`src/rtl/vic2_pkg.sv`:
```
// Shared constants and helpers for the two-level vectored interrupt controller.
// Assumes five sources indexed 0..4 in the fixed polling order.
package vic2_pkg;
    localparam int NSRC       = 5;
    localparam int SRC_W      = 3;
    localparam int NEXT       = 2;
    localparam int NFLAG      = 6;
    localparam int VEC_W      = 16;
    localparam logic [VEC_W-1:0] VEC_BASE = 16'h0003;
    localparam int VEC_STRIDE = 8;

    typedef enum logic [1:0] {
        REG_ENA  = 2'd0,
        REG_PRI  = 2'd1,
        REG_TRIG = 2'd2,
        REG_FLAG = 2'd3
    } reg_sel_e;

    // Vector address of a source index.
    function automatic logic [VEC_W-1:0] vec_of(input logic [SRC_W-1:0] idx);
        return VEC_BASE + VEC_W'(idx) * VEC_W'(VEC_STRIDE);
    endfunction
endpackage

```
`src/rtl/vic2_flags.sv`:
```
// Request flag store. It holds the edge detectors and the per-type clear rules.
// Assumes the pins are already synchronous to clk and that the pulses last one clock.
module vic2_flags
    import vic2_pkg::*;
(
    input  logic               clk,
    input  logic               rst_n,
    input  logic [NEXT-1:0]    pin_n,
    input  logic [NEXT-1:0]    trig_edge,
    input  logic [NEXT-1:0]    tmr_ovf,
    input  logic               tx_done,
    input  logic               rx_done,
    input  logic               wr_flags,
    input  logic [NFLAG-1:0]   wdata,
    input  logic               clr_valid,
    input  logic [SRC_W-1:0]   clr_idx,
    output logic [NFLAG-1:0]   flags,
    output logic [NSRC-1:0]    req
);
    logic [NEXT-1:0] pin_q;
    logic [NEXT-1:0] ext_f;
    logic [NEXT-1:0] tmr_f;
    logic [1:0]      ser_f;

    // Previous pin sample, used by the falling-edge detectors.
    always_ff @(posedge clk) begin
        if (!rst_n) pin_q <= '1;
        else        pin_q <= pin_n;
    end

    for (genvar k = 0; k < NEXT; k++) begin : g_src
        localparam int EI = 2 * k;
        localparam int TI = 2 * k + 1;
        logic fall;
        logic ack_ext;
        logic ack_tmr;
        assign fall    = pin_q[k] & ~pin_n[k];
        assign ack_ext = clr_valid && (clr_idx == SRC_W'(EI));
        assign ack_tmr = clr_valid && (clr_idx == SRC_W'(TI));

        // External flag: follows the pin in level mode, latches a fall in edge mode.
        always_ff @(posedge clk) begin
            if (!rst_n)             ext_f[k] <= 1'b0;
            else if (!trig_edge[k]) ext_f[k] <= ~pin_n[k];
            else if (fall)          ext_f[k] <= 1'b1;
            else if (wr_flags)      ext_f[k] <= wdata[EI];
            else if (ack_ext)       ext_f[k] <= 1'b0;
        end

        // Timer flag: set by overflow, cleared by a write or by its acknowledge.
        always_ff @(posedge clk) begin
            if (!rst_n)        tmr_f[k] <= 1'b0;
            else if (tmr_ovf[k]) tmr_f[k] <= 1'b1;
            else if (wr_flags) tmr_f[k] <= wdata[TI];
            else if (ack_tmr)  tmr_f[k] <= 1'b0;
        end

        p_tmr_ack_clear_r6: assert property (@(posedge clk) disable iff (!rst_n)
            (ack_tmr && !tmr_ovf[k] && !wr_flags) |=> !tmr_f[k]);
        p_edge_ack_clear_r10: assert property (@(posedge clk) disable iff (!rst_n)
            (trig_edge[k] && ack_ext && !fall && !wr_flags) |=> !ext_f[k]);
    end

    // Serial flags: set by the done pulses and cleared only by software.
    always_ff @(posedge clk) begin
        if (!rst_n) begin
            ser_f <= '0;
        end else begin
            ser_f[0] <= tx_done | (wr_flags ? wdata[4] : ser_f[0]);
            ser_f[1] <= rx_done | (wr_flags ? wdata[5] : ser_f[1]);
        end
    end

    p_ser_sticky_r7: assert property (@(posedge clk) disable iff (!rst_n)
        (ser_f[0] && !wr_flags) |=> ser_f[0]);

    assign flags = {ser_f, tmr_f[1], ext_f[1], tmr_f[0], ext_f[0]};
    assign req   = {ser_f[0] | ser_f[1], tmr_f[1], ext_f[1], tmr_f[0], ext_f[0]};
endmodule

```
`src/rtl/vic2_arbiter.sv`:
```
// Priority picker: the level first, then the fixed index order inside the level.
// Assumes elig is already gated by the enables; the in-service state masks what may be offered.
module vic2_arbiter
    import vic2_pkg::*;
(
    input  logic               clk,
    input  logic               rst_n,
    input  logic [NSRC-1:0]    elig,
    input  logic [NSRC-1:0]    prio,
    input  logic               hi_act,
    input  logic               lo_act,
    output logic               valid,
    output logic [SRC_W-1:0]   sel,
    output logic               sel_hi
);
    logic [NSRC-1:0] allow;
    logic [NSRC-1:0] cand_hi;
    logic [NSRC-1:0] cand_lo;
    logic [NSRC-1:0] pick_set;

    // Mask by in-service level, choose the level, then the lowest index.
    always_comb begin
        allow    = hi_act ? '0 : (lo_act ? prio : '1);
        cand_hi  = elig & prio & allow;
        cand_lo  = elig & ~prio & allow;
        pick_set = (|cand_hi) ? cand_hi : cand_lo;
        sel_hi   = |cand_hi;
        valid    = |pick_set;
        sel      = '0;
        for (int i = NSRC - 1; i >= 0; i--) begin
            if (pick_set[i]) sel = SRC_W'(i);
        end
    end

    p_hi_blocks_r8: assert property (@(posedge clk) disable iff (!rst_n)
        hi_act |-> !valid);
    p_lo_only_high_r8: assert property (@(posedge clk) disable iff (!rst_n)
        (lo_act && valid) |-> prio[sel]);
    p_sel_is_eligible_r3: assert property (@(posedge clk) disable iff (!rst_n)
        valid |-> elig[sel]);
endmodule

```
`src/rtl/vic2_nest.sv`:
```
// In-service level tracker for the two priority levels.
// Assumes accept is only raised for an offered vector; a return ends the highest active level.
module vic2_nest (
    input  logic clk,
    input  logic rst_n,
    input  logic accept,
    input  logic accept_hi,
    input  logic reti,
    output logic hi_act,
    output logic lo_act
);
    logic hi_nx;
    logic lo_nx;

    // Apply the return first, then the new entry.
    always_comb begin
        hi_nx = hi_act;
        lo_nx = lo_act;
        if (reti) begin
            if (hi_act) hi_nx = 1'b0;
            else        lo_nx = 1'b0;
        end
        if (accept) begin
            if (accept_hi) hi_nx = 1'b1;
            else           lo_nx = 1'b1;
        end
    end

    // Level state register.
    always_ff @(posedge clk) begin
        if (!rst_n) begin
            hi_act <= 1'b0;
            lo_act <= 1'b0;
        end else begin
            hi_act <= hi_nx;
            lo_act <= lo_nx;
        end
    end

    p_no_entry_under_high_r8: assert property (@(posedge clk) disable iff (!rst_n)
        accept |-> !hi_act);
    p_reti_pops_high_r9: assert property (@(posedge clk) disable iff (!rst_n)
        (reti && hi_act && !accept) |=> (!hi_act && (lo_act == $past(lo_act))));
endmodule

```
`src/rtl/vic2_ctrl.sv`:
```
// Top of the two-level vectored interrupt controller: registers, flags, picker, nesting.
// Assumes a CPU that raises irq_ack only while irq_valid is high and irq_reti once per handler.
module vic2_ctrl
    import vic2_pkg::*;
#(
    parameter int REG_AW = 2,
    parameter int REG_DW = 8
) (
    input  logic              clk,
    input  logic              rst_n,
    input  logic [NEXT-1:0]   ext_pin_n,
    input  logic [NEXT-1:0]   tmr_ovf,
    input  logic              ser_tx_done,
    input  logic              ser_rx_done,
    input  logic              reg_we,
    input  logic [REG_AW-1:0] reg_addr,
    input  logic [REG_DW-1:0] reg_wdata,
    output logic [REG_DW-1:0] reg_rdata,
    output logic              irq_valid,
    output logic [VEC_W-1:0]  irq_vector,
    input  logic              irq_ack,
    input  logic              irq_reti
);
    logic            ea;
    logic [NSRC-1:0] en;
    logic [NSRC-1:0] prio;
    logic [NEXT-1:0] trig;
    logic [NFLAG-1:0] flags;
    logic [NSRC-1:0] req;
    logic [NSRC-1:0] elig;
    logic [SRC_W-1:0] sel;
    logic            sel_hi;
    logic            hi_act;
    logic            lo_act;
    logic            accept;
    logic            wr_flags;
    reg_sel_e        rsel;

    assign rsel     = reg_sel_e'(reg_addr[1:0]);
    assign wr_flags = reg_we && (rsel == REG_FLAG);

    // Software-written control registers.
    always_ff @(posedge clk) begin
        if (!rst_n) begin
            ea   <= 1'b0;
            en   <= '0;
            prio <= '0;
            trig <= '0;
        end else if (reg_we) begin
            case (rsel)
                REG_ENA: begin
                    ea <= reg_wdata[REG_DW-1];
                    en <= reg_wdata[NSRC-1:0];
                end
                REG_PRI:  prio <= reg_wdata[NSRC-1:0];
                REG_TRIG: trig <= reg_wdata[NEXT-1:0];
                default:  ;
            endcase
        end
    end

    // Read mux.
    always_comb begin
        reg_rdata = '0;
        case (rsel)
            REG_ENA: begin
                reg_rdata[REG_DW-1]  = ea;
                reg_rdata[NSRC-1:0]  = en;
            end
            REG_PRI:  reg_rdata[NSRC-1:0]  = prio;
            REG_TRIG: reg_rdata[NEXT-1:0]  = trig;
            default:  reg_rdata[NFLAG-1:0] = flags;
        endcase
    end

    vic2_flags u_flags (
        .clk       (clk),
        .rst_n     (rst_n),
        .pin_n     (ext_pin_n),
        .trig_edge (trig),
        .tmr_ovf   (tmr_ovf),
        .tx_done   (ser_tx_done),
        .rx_done   (ser_rx_done),
        .wr_flags  (wr_flags),
        .wdata     (reg_wdata[NFLAG-1:0]),
        .clr_valid (accept),
        .clr_idx   (sel),
        .flags     (flags),
        .req       (req)
    );

    assign elig = {NSRC{ea}} & en & req;

    vic2_arbiter u_arb (
        .clk    (clk),
        .rst_n  (rst_n),
        .elig   (elig),
        .prio   (prio),
        .hi_act (hi_act),
        .lo_act (lo_act),
        .valid  (irq_valid),
        .sel    (sel),
        .sel_hi (sel_hi)
    );

    assign accept     = irq_ack && irq_valid;
    assign irq_vector = irq_valid ? vec_of(sel) : '0;

    vic2_nest u_nest (
        .clk       (clk),
        .rst_n     (rst_n),
        .accept    (accept),
        .accept_hi (sel_hi),
        .reti      (irq_reti),
        .hi_act    (hi_act),
        .lo_act    (lo_act)
    );

    p_vec_align_r1: assert property (@(posedge clk) disable iff (!rst_n)
        irq_valid |-> ((irq_vector[2:0] == 3'b011) && (irq_vector <= 16'h0023)));
    p_master_gate_r4: assert property (@(posedge clk) disable iff (!rst_n)
        !ea |-> !irq_valid);
    p_idle_vector_r1: assert property (@(posedge clk) disable iff (!rst_n)
        !irq_valid |-> (irq_vector == '0));
endmodule

```
`config.mk`:
```
export PLATFORM = sky130hd
export DESIGN_NAME = vic2_ctrl
export DESIGN_NICKNAME = d
export VERILOG_FILES = /design/src/rtl/vic2_pkg.sv /design/src/rtl/vic2_flags.sv /design/src/rtl/vic2_arbiter.sv /design/src/rtl/vic2_nest.sv /design/src/rtl/vic2_ctrl.sv
export SDC_FILE = /design/constraint.sdc
export NUM_CORES = 1
export LEC_CHECK = 0
export BUFFER_PORTS_ARGS = -buffer_cell sky130_fd_sc_hd__clkbuf_2
export CAP_MARGIN = 0
export CORE_UTILIZATION = 45
export CTS_CLUSTER_SIZE = 12
export DETAILED_ROUTE_END_ITERATION = 12
export GPL_TIMING_DRIVEN = 0
export PLACE_DENSITY_LB_ADDON = 0.1
export RECOVER_POWER = 100
export SLEW_MARGIN = 30
export SYNTH_ARGS = -nofsm -noshare
export SYNTH_HDL_FRONTEND = slang
export SYNTH_HIERARCHICAL = 1
export SYNTH_SLANG_ARGS = --single-unit
```
`constraint.sdc`:
```
create_clock -name clk -period 2.9 [get_ports clk]
set_clock_uncertainty 0.05 [all_clocks]
set_input_delay 0.29 -clock clk [delete_from_list [all_inputs] [get_ports clk]]
set_output_delay 0.29 -clock clk [all_outputs]
set_load 0.02 [all_outputs]
```
==> metrics.txt <==
clock power share 0.264; Total Wirelength 3580 um; first-pass GRT wire length 5350 um; Req. time, crit path 2560 ps; Max stage delay on crit path 350 ps; clk_lat worst skew 320 ps; Tcrit/Tclk final 0.977; synthesis-to-layout area growth 18.3%; CTS tree yes; Max Cap Violations 0; DP Cell Count 256; top_reg_cell synth dfxtp_1; met3 Usage GRT 0.0480; crit path time final 2830 ps; I/O pin total 46; clock buffer depth 2; Max transition margin 0.657; share of flip-flops with an asynchronous set or reset 0; largest net degree at the start of global routing 15; HP Class in -> reg; switching power 186 uW; total power 622 uW; nets@finish 238; Worst-Margin Slew 515 ps; Global Route met2 Usage 0.377; Place WS 362 ps; post-synthesis cell count 170; core area 3080 um^2; Pwr per Cell Area 355 nW/um^2; syn avg cell area 8.72 um^2; CTS clk-pin slew, worst paths 140 ps; Synth top area share 0.311; post-route setup slack 67.1 ps; Seq/Total Area, Yosys 0.311; grt total ovfl 0; Core Util, Final 0.570; drt wl/cell 13.8 um; Max FO, Critical Path 5; cts bufs inserted 3; Worst VDD drop 0.000313 V; crit path DAT 2490 ps; Overall Global Routing Usage 0.208; DR iter-0 viols 77; CP Buf/Inv Count 1; Rows 20; post-synth cell types 43; Pins Over Slew Limit 0; Final Hold Viols 0; CP cell instances or2_1 > and3_1 > a21oi_1 > nor3b_2 > o221ai_1 > a21oi_2 > and2_1 > clkbuf_2; CP max-delay cell dfxtp_1; number of setup buffers added after CTS 0; status finished, final reports clean; YS warnings 6; synth top area cells dfxtp_1 (31%), mux2i_1 (11%), buf_4 (9.6%); Starting Density 0.482; Pre-Repair DR Iteration Count 4; GR Util met1 0.241; final std cells w/o fill 260; antenna-violating nets left 0; post-DP HPWL 2670 um; antenna violations before repair 0; Chip Height 59.4 um; cts hold-fix bufs 0; Sinks on Clock Net 23; die area 3530 um^2; Synth top cells by count nand2_1 (26), dfxtp_1 (23), buf_4 (19); Post-synth EDFFs 0; power share of the combinational group 0.186; gpl congestion 0.821; share of cells above drive strength 1 0.245; critical path class reg -> out; Internal 437 uW; Setup crit start kind flop; post-synth top area cell dfxtp_1; GRT Max-Usage Layer met2; CP endpoint kind primary output; Yosys reg bits 23; vias in the first global route 1212; Clock Tree Root clkbuf_4; drc violations 0; mapped cell area 1480 um^2; CP delay by family, top simple AND/OR/NAND/NOR gates; drt via density 5.23; Vias 1361; most common cell in the netlist nand2_1; Antenna Cells 0; Die Wd 59.4 um; Max Freq 353 MHz; I/O Buffers 31; endpoints failing setup 0; switching share of power 0.298; sequential power share 0.550; TNS Setup 0 ps; H-tree levels 1; Lkg Pwr 0.801 nW
## power groups by stage
stage          combinational, mW  clock (mW)  sequential (mW)
2_1_floorplan             0.0865           0            0.344
3_3_place_gp               0.115           0            0.349
3_5_place_dp               0.117           0            0.349
4_1_cts                    0.118       0.168            0.342
5_1_grt                    0.125       0.180            0.344
6_report                   0.116       0.164            0.342
## through the flow
| stage | hold WS (ps) | cell area [um^2] |
|---|---|---|
| after CTS | 85.1 | 1770 |
| after detailed placement | 419 | 1730 |
| after global placement | 404 | 1730 |
| final | 98.5 | 1750 |
| after global routing | 88.4 | 1750 |
| after floorplan | 313 | 1520 |
## worst paths after layout
check                                   endpoint  cells after the start  slack [ps]        startpoint
worst min register to register             en[0]                      2         440             en[0]
worst max-delay path               irq_vector[3]                      8          70  u_flags/ser_f[0]
worst max register to register  u_flags/flags[0]                      9         280  u_flags/flags[0]
worst min-delay path            u_flags/pin_q[0]                      2         100      ext_pin_n[0]
## area by class of cell
cell class	instances	area, um^2
multi-input cells	132	891
flip-flops and latches	23	460
repair buffers	31	140
clock inverters	1	7.51
clock buffers	3	22.5
fillers	319	1320
well taps	44	55.1
plain buffers	24	170
inverters	2	7.51
## logic make-up after synthesis
group / after synthesis / synth area share
AND/OR/NAND/NOR: 72 / 0.278
AO/OA/AOI/OAI: 28 / 0.125
buffers and inverters: 26 / 0.122
flip-flops: 23 / 0.311
multiplexers: 20 / 0.161
other: 1 / 0.00253
## metal layers
layer  vias up  wire length, um
met5         -                0
met4         0               59
met3         6              193
met2        55             1750
met1       637             1580
li1        663                -
## state kept, by name (all words and copies together) (netlist names)
| signal | flops |
|---|---|
| en | 5 |
| u_flags/flags | 4 |
| u_flags/pin_q | 2 |
| trig | 2 |
| ea | 1 |
| prio | 5 |
| u_nest/lo_act | 1 |
| u_nest/hi_act | 1 |
| u_flags/ser_f | 2 |
## cells in the final DEF, fill, tap and decap left out, drive strengths merged, types with 5 or more instances in the layout
cell type  count
dfxtp         23
nand3          5
mux2i         16
a21oi          7
buf           19
nand2         26
nand3b         5
clkbuf        39
o21ai          7
and3           7
conb          12
## worst register-to-register path, stage by stage, from the launching register on
cell	delay, ps
dfxtp_1	410
clkbuf_4	150
and3_1	260
a22o_2	220
nor2_1	70
a21oi_1	350
and2_0	330
nor4b_1	400
nor3_1	90
o21a_1	190
## timing repair
action	CTS	global route
resized for setup	1	1
hold endpoints to repair	0	0
setup endpoints to repair	1	1
pin swaps	0	0
No activity file was read; power rests on OpenSTA's default activity.
